**src/rtl/atten_pkg.sv**
```systemverilog
package atten_pkg;

    typedef enum logic [1:0] {
        RS_HOLD = 2'd0,
        RS_RISE = 2'd1,
        RS_FALL = 2'd2
    } ramp_state_e;

    typedef enum logic [1:0] {
        REG_GAIN_L = 2'd0,
        REG_GAIN_R = 2'd1,
        REG_MUTE   = 2'd2,
        REG_SPARE  = 2'd3
    } reg_sel_e;

endpackage

```
**src/rtl/atten_regs.sv**
```systemverilog
module atten_regs
    import atten_pkg::*;
#(
    parameter int GAIN_W = 14
) (
    input  logic              clk,
    input  logic              rst_n,
    input  logic              wr_en,
    input  logic [1:0]        wr_addr,
    input  logic [GAIN_W-1:0] wr_data,
    input  logic              hw_mute,
    output logic [GAIN_W-1:0] tgt_l_o,
    output logic [GAIN_W-1:0] tgt_r_o,
    output logic              mute_o
);
    localparam logic [GAIN_W-1:0] GAIN_FULL = {GAIN_W{1'b1}};

    logic [GAIN_W-1:0] tgt_l_q, tgt_r_q;
    logic              soft_mute_q, hw_mute_q;

    always_ff @(posedge clk or negedge rst_n) begin
        if (!rst_n) begin
            tgt_l_q     <= GAIN_FULL;
            tgt_r_q     <= GAIN_FULL;
            soft_mute_q <= 1'b0;
            hw_mute_q   <= 1'b0;
        end else begin
            hw_mute_q <= hw_mute;
            if (wr_en) begin
                case (reg_sel_e'(wr_addr))
                    REG_GAIN_L: tgt_l_q     <= wr_data;
                    REG_GAIN_R: tgt_r_q     <= wr_data;
                    REG_MUTE:   soft_mute_q <= wr_data[0];
                    default:    ;
                endcase
            end
        end
    end

    assign tgt_l_o = tgt_l_q;
    assign tgt_r_o = tgt_r_q;
    assign mute_o  = hw_mute_q | soft_mute_q;

    p_left_write_r2: assert property (@(posedge clk) disable iff (!rst_n)
        (wr_en && wr_addr == 2'd0) |=> (tgt_l_o == $past(wr_data) && $stable(tgt_r_o)));

    p_spare_ignored_r3: assert property (@(posedge clk) disable iff (!rst_n)
        (wr_en && wr_addr == 2'd3) |=> ($stable(tgt_l_o) && $stable(tgt_r_o) && $stable(soft_mute_q)));

endmodule

```
**src/rtl/gain_ramp.sv**
```systemverilog
module gain_ramp
    import atten_pkg::*;
#(
    parameter int GAIN_W = 14
) (
    input  logic              clk,
    input  logic              rst_n,
    input  logic              strobe_i,
    input  logic [GAIN_W-1:0] tgt_i,
    output logic [GAIN_W-1:0] gain_o,
    output logic              ramp_o
);
    localparam logic [GAIN_W-1:0] GAIN_FULL = {GAIN_W{1'b1}};
    localparam logic [GAIN_W-1:0] ONE_STEP  = GAIN_W'(1);

    function automatic ramp_state_e classify(input logic [GAIN_W-1:0] cur,
                                             input logic [GAIN_W-1:0] tgt);
        if (cur < tgt)      return RS_RISE;
        else if (cur > tgt) return RS_FALL;
        else                return RS_HOLD;
    endfunction

    ramp_state_e       st_q, st_d;
    logic [GAIN_W-1:0] gain_q, gain_d;

    always_ff @(posedge clk or negedge rst_n) begin
        if (!rst_n) begin
            st_q   <= RS_HOLD;
            gain_q <= GAIN_FULL;
        end else begin
            st_q   <= st_d;
            gain_q <= gain_d;
        end
    end

    always_comb begin
        gain_d = gain_q;
        if (strobe_i) begin
            unique case (classify(gain_q, tgt_i))
                RS_RISE: gain_d = gain_q + ONE_STEP;
                RS_FALL: gain_d = gain_q - ONE_STEP;
                RS_HOLD: gain_d = gain_q;
                default: gain_d = gain_q;
            endcase
        end
        st_d = classify(gain_d, tgt_i);
    end

    assign gain_o = gain_q;
    assign ramp_o = (st_q != RS_HOLD);

    p_single_step_r4: assert property (@(posedge clk) disable iff (!rst_n)
        (gain_q != $past(gain_q)) |->
            ($past(strobe_i) && (gain_q == $past(gain_q) + ONE_STEP ||
                                 gain_q == $past(gain_q) - ONE_STEP)));

    p_mute_descends_r5: assert property (@(posedge clk) disable iff (!rst_n)
        (strobe_i && tgt_i == '0 && gain_q != '0) |=> (gain_q == $past(gain_q) - ONE_STEP));

endmodule

```
**src/rtl/gain_scale.sv**
```systemverilog
module gain_scale #(
    parameter int SAMPLE_W = 24,
    parameter int GAIN_W   = 14
) (
    input  logic                clk,
    input  logic                rst_n,
    input  logic                strobe_i,
    input  logic [SAMPLE_W-1:0] sample_i,
    input  logic [GAIN_W-1:0]   gain_i,
    output logic [SAMPLE_W-1:0] out_o
);
    localparam int                PROD_W    = SAMPLE_W + GAIN_W;
    localparam logic [GAIN_W-1:0] GAIN_FULL = {GAIN_W{1'b1}};

    logic signed [PROD_W-1:0]   prod;
    logic        [SAMPLE_W-1:0] scaled;
    logic        [SAMPLE_W-1:0] out_q;

    always_comb begin
        prod   = $signed(sample_i) * $signed({1'b0, gain_i});
        scaled = SAMPLE_W'(prod >>> GAIN_W);
    end

    always_ff @(posedge clk or negedge rst_n) begin
        if (!rst_n)        out_q <= '0;
        else if (strobe_i) out_q <= (gain_i == GAIN_FULL) ? sample_i : scaled;
    end

    assign out_o = out_q;

    p_unity_pass_r6: assert property (@(posedge clk) disable iff (!rst_n)
        (strobe_i && gain_i == GAIN_FULL) |=> (out_o == $past(sample_i)));

    p_hold_idle_r6: assert property (@(posedge clk) disable iff (!rst_n)
        !strobe_i |=> $stable(out_o));

endmodule

```
**src/rtl/stereo_atten.sv**
```systemverilog
module stereo_atten #(
    parameter int SAMPLE_W = 24,
    parameter int GAIN_W   = 14
) (
    input  logic                clk,
    input  logic                rst_n,
    input  logic                wr_en,
    input  logic [1:0]          wr_addr,
    input  logic [GAIN_W-1:0]   wr_data,
    input  logic                hw_mute,
    input  logic                in_valid,
    input  logic [SAMPLE_W-1:0] in_left,
    input  logic [SAMPLE_W-1:0] in_right,
    output logic                out_valid,
    output logic [SAMPLE_W-1:0] out_left,
    output logic [SAMPLE_W-1:0] out_right,
    output logic                ramp_active
);
    localparam int N_CH = 2;

    logic [GAIN_W-1:0]   tgt   [N_CH];
    logic [GAIN_W-1:0]   eff   [N_CH];
    logic [GAIN_W-1:0]   gain  [N_CH];
    logic [SAMPLE_W-1:0] samp  [N_CH];
    logic [SAMPLE_W-1:0] res   [N_CH];
    logic [N_CH-1:0]     ramp;
    logic                mute;
    logic                valid_q;

    atten_regs #(.GAIN_W(GAIN_W)) regs_i (
        .clk     (clk),
        .rst_n   (rst_n),
        .wr_en   (wr_en),
        .wr_addr (wr_addr),
        .wr_data (wr_data),
        .hw_mute (hw_mute),
        .tgt_l_o (tgt[0]),
        .tgt_r_o (tgt[1]),
        .mute_o  (mute)
    );

    assign samp[0] = in_left;
    assign samp[1] = in_right;

    for (genvar ch = 0; ch < N_CH; ch++) begin : g_chan
        assign eff[ch] = mute ? '0 : tgt[ch];

        gain_ramp #(.GAIN_W(GAIN_W)) ramp_i (
            .clk      (clk),
            .rst_n    (rst_n),
            .strobe_i (in_valid),
            .tgt_i    (eff[ch]),
            .gain_o   (gain[ch]),
            .ramp_o   (ramp[ch])
        );

        gain_scale #(.SAMPLE_W(SAMPLE_W), .GAIN_W(GAIN_W)) scale_i (
            .clk      (clk),
            .rst_n    (rst_n),
            .strobe_i (in_valid),
            .sample_i (samp[ch]),
            .gain_i   (gain[ch]),
            .out_o    (res[ch])
        );
    end

    always_ff @(posedge clk or negedge rst_n) begin
        if (!rst_n) valid_q <= 1'b0;
        else        valid_q <= in_valid;
    end

    assign out_valid   = valid_q;
    assign out_left    = res[0];
    assign out_right   = res[1];
    assign ramp_active = |ramp;

    p_valid_follows_r6: assert property (@(posedge clk) disable iff (!rst_n)
        in_valid |=> out_valid);

    p_valid_quiet_r6: assert property (@(posedge clk) disable iff (!rst_n)
        !in_valid |=> !out_valid);

endmodule

```
**config.mk**
```make
export PLATFORM = sky130hd
export DESIGN_NAME = stereo_atten
export DESIGN_NICKNAME = d
export VERILOG_FILES = /design/src/rtl/atten_pkg.sv /design/src/rtl/atten_regs.sv /design/src/rtl/gain_ramp.sv /design/src/rtl/gain_scale.sv /design/src/rtl/stereo_atten.sv
export SDC_FILE = /design/constraint.sdc
export NUM_CORES = 2
export LEC_CHECK = 0
export ABC_AREA = 1
export BUFFER_PORTS_ARGS = -buffer_cell sky130_fd_sc_hd__buf_2
export CAP_MARGIN = 20
export CORE_ASPECT_RATIO = 1.25
export CORE_MARGIN = 2
export CORE_UTILIZATION = 56
export DETAILED_ROUTE_END_ITERATION = 16
export PLACE_DENSITY = 0.73
export SETUP_SLACK_MARGIN = 0.3
export SYNTH_ARGS = -nofsm -noshare
export SYNTH_HDL_FRONTEND = slang
export SYNTH_SLANG_ARGS = --single-unit
```
**constraint.sdc**
```tcl
create_clock -name clk -period 13.56 [get_ports clk]
set_clock_uncertainty 0.2 [all_clocks]
set_input_delay 0 -clock clk [delete_from_list [all_inputs] [get_ports clk]]
set_output_delay 0 -clock clk [all_outputs]
set_load 0.05 [all_outputs]
```
==> impl_metrics.yaml <==
routing:
  vias_per_cell: 5.232
  wl_per_cell_um: 16.73
  drt_iter0_drc: 1645
  drt_first_pass_iters: 5
  wl_um: 85570
  vias: 26760
  postRouteAntennaNets: 0
  drc: 0
setup_path:
  cp_max_fo: 29
  setup.worst_path.class: "register to register"
  end_kind: "register"
  cp-start-kind: "register"
  critPathRequiredTime_ns: 13.64
  arrival_ns: 6.90
placement:
  port_buffers: 118
  gp_congestion: 0.9613
  hpwl_um: 69610
  placed_area_um2: 33110
sta:
  tns_ns: 0
  relSlewSlack_pct: 39.06
  setup_viol: 0
  timing.fmax_mhz: 146.7
  fin_crit_sh_pct: 50.27
  rsz0062_at_grt: "no"
  tightest_slew_ns: 0.9107
  finalHoldViolCount: 0
  drv_slew: 0
  finalCriticalPeriod_ns: 6.817
synthesis:
  synth-seq-area-share_pct: 8.840
  synth_edf_count: 0
  syn_avg_cell_area_um2: 7.436
  synth_most_common_cell: "inv_1"
  synth.distinct_cells: 50
  yosys-top-cells-area: "fa_1 39%, inv_1 14%, nand2_1 14%"
  yosysWarnings: 0
  ys.flop_type: "dfstp_2"
  syn_nets: 5271
  synth-async-reset-ratio_pct: 100.0
  ys_ff_latch: 111
  yosys-top-cells-count: "1209 x inv_1, 1189 x nand2_1, 620 x fa_1"
  netlist.area_leader.share_pct: 38.53
  syn_inst: 4332
  synth_top_area_cell: "fa_1"
  netlist_area_um2: 32210
status:
  status: "finished clean"
final_layout:
  multi_input_area_um2: 24140
  syn_to_final_growth_pct: 5.372
  final_area_um2: 33940
  seq_area_um2: 2848
  fin_util_pct: 59.53
  diodes: 0
  fin_nets: 5298
  drive_gt1_share_pct: 5.133
  nFillCells: 5272
worst_hold_path:
  worstHoldPathType: "input port to register"
grt:
  grt_pass1_wl_um: 143000
  first_global_vias: 28590
  grtUsageTotal_pct: 30.29
  grt.overflow.total: 0
  grt_max_degree: 62
  antenna_found_initial: 1
cts:
  cts_buffer_depth: 2
  h-tree-depth: 3
  cts.sinks: 111
  cts_root_buffer: "clkbuf_16"
  clock_latency_ns: 0.38
  cts_buffers: 9
  cts.reportedPaths.clkPinSlew_ns: 0.09
  ctsResizeCount: 0
  cts_tree: "done"
run:
  drv_cap: 0
floorplanning:
  dieWidth_um: 218.5
  die-area_um2: 59470
  pin_count: 119
  initial_core_util_pct: 56.50
  rows: 98
  coreArea_um2: 57020
  die_h_um: 272.2
==> state kept, by name (all words and copies together), names as in the netlist <==
signal	count
regs_i.soft_mute_q	1
g_chan.ramp_i.gain_o	28
g_chan.ramp_i.st_q	4
regs_i.hw_mute_q	1
out_valid	1
regs_i.tgt_l_o	14
regs_i.tgt_r_o	14
g_chan.scale_i.out_o	48
==> critical path, stage by stage (launching register included) <==
cell and delay [ns]:
dfstp_2 0.97, nand2_1 0.23, fa_1 0.66, fa_1 0.72
inv_1 0.22, fa_1 0.62, inv_1 0.08, fa_1 0.55
fa_1 0.43, fa_1 0.49, inv_1 0.05, ha_1 0.34
inv_1 0.09, nor3_1 0.27, nand2_1 0.19, nor2_1 0.14
nand2_1 0.15, nand3_1 0.12, nand3_1 0.07, nand2_1 0.07
nand2_1 0.06
==> layer usage <==
metal / up-vias / global-route usage [%] / wire (µm)
met1: 13150 / 38.65 / 34720
met3: 181 / 2.256 / 4233
met5: - / 0 / 0
met4: 0 / 10.28 / 2823
li1: 12600 / - / -
met2: 826 / 54.23 / 43790
==> timing repair <==
action	in CTS	in global routing
hold buffers	54	0
buffers inserted	0	0
hold endpoints to repair	122	0
==> per-stage QoR <==
stage / hold slack [ns] / instances / setup slack [ns]
2_1_floorplan: -0.4956 / 4332 / 7.545
3_3_place_gp: -0.1172 / 5044 / 6.854
3_5_place_dp: -0.1125 / 5044 / 6.781
4_1_cts: 0.0007924 / 5114 / 6.763
5_1_grt: 0.05808 / 5114 / 6.377
6_report: 0.007529 / 5114 / 6.743
==> cell families after synthesis <==
| logic type | Yosys count | share of synthesized area [%] |
|---|---|---|
| adder cells (fa/ha/maj) | 870 | 48.24 |
| AND/OR/NAND/NOR | 1566 | 19.33 |
| flip-flops | 111 | 8.840 |
| AO/OA/AOI/OAI | 374 | 6.316 |
| XOR/XNOR | 38 | 1.033 |
| buffers and inverters | 1373 | 16.24 |
==> cells in the final DEF (no fill, tap or decap), drive strengths merged, types with 22 or more instances in the layout <==
| cell | synthesis | final |
|---|---|---|
| nand4 | 22 | 22 |
| nand2 | 1196 | 1196 |
| fa | 620 | 620 |
| ha | 250 | 250 |
| nor2 | 198 | 198 |
| o21ai | 150 | 150 |
| a21oi | 167 | 167 |
| nand3 | 107 | 107 |
| inv | 1212 | 1214 |
| dfrtp | 55 | 55 |
| dfstp | 56 | 56 |
| dlygate4sd3 | 0 | 54 |
| buf | 38 | 123 |
==> final timing paths <==
kind,start,to,slack [ns],depth (start not counted)
max,g_chan[1].ramp_i.gain_o[1],g_chan[1].scale_i.out_o[23],6.74,20
min,in_left[17],g_chan[0].scale_i.out_o[17],0.008,3
max reg2reg,g_chan[1].ramp_i.gain_o[1],g_chan[1].scale_i.out_o[23],6.74,20
min reg2reg,g_chan[0].scale_i.out_o[19],g_chan[0].scale_i.out_o[19],0.28,2
max in group asynchronous,rst_n,g_chan[1].scale_i.out_o[2],11.88,3
min in group asynchronous,rst_n,regs_i.hw_mute_q,0.02,2
==> cell type report <==
cell class	instances	share of cell area (%)
well taps	750	2.765
flip-flops and latches	111	8.390
repair buffers	177	3.450
inverters	1212	13.41
clock buffers	11	0.7151
clock inverters	5	0.1511
multi-input cells	2848	71.12
Power is left out: the tool's default activity adds up to more than one toggle a clock period on the data nets, which glitch-free logic cannot reach.
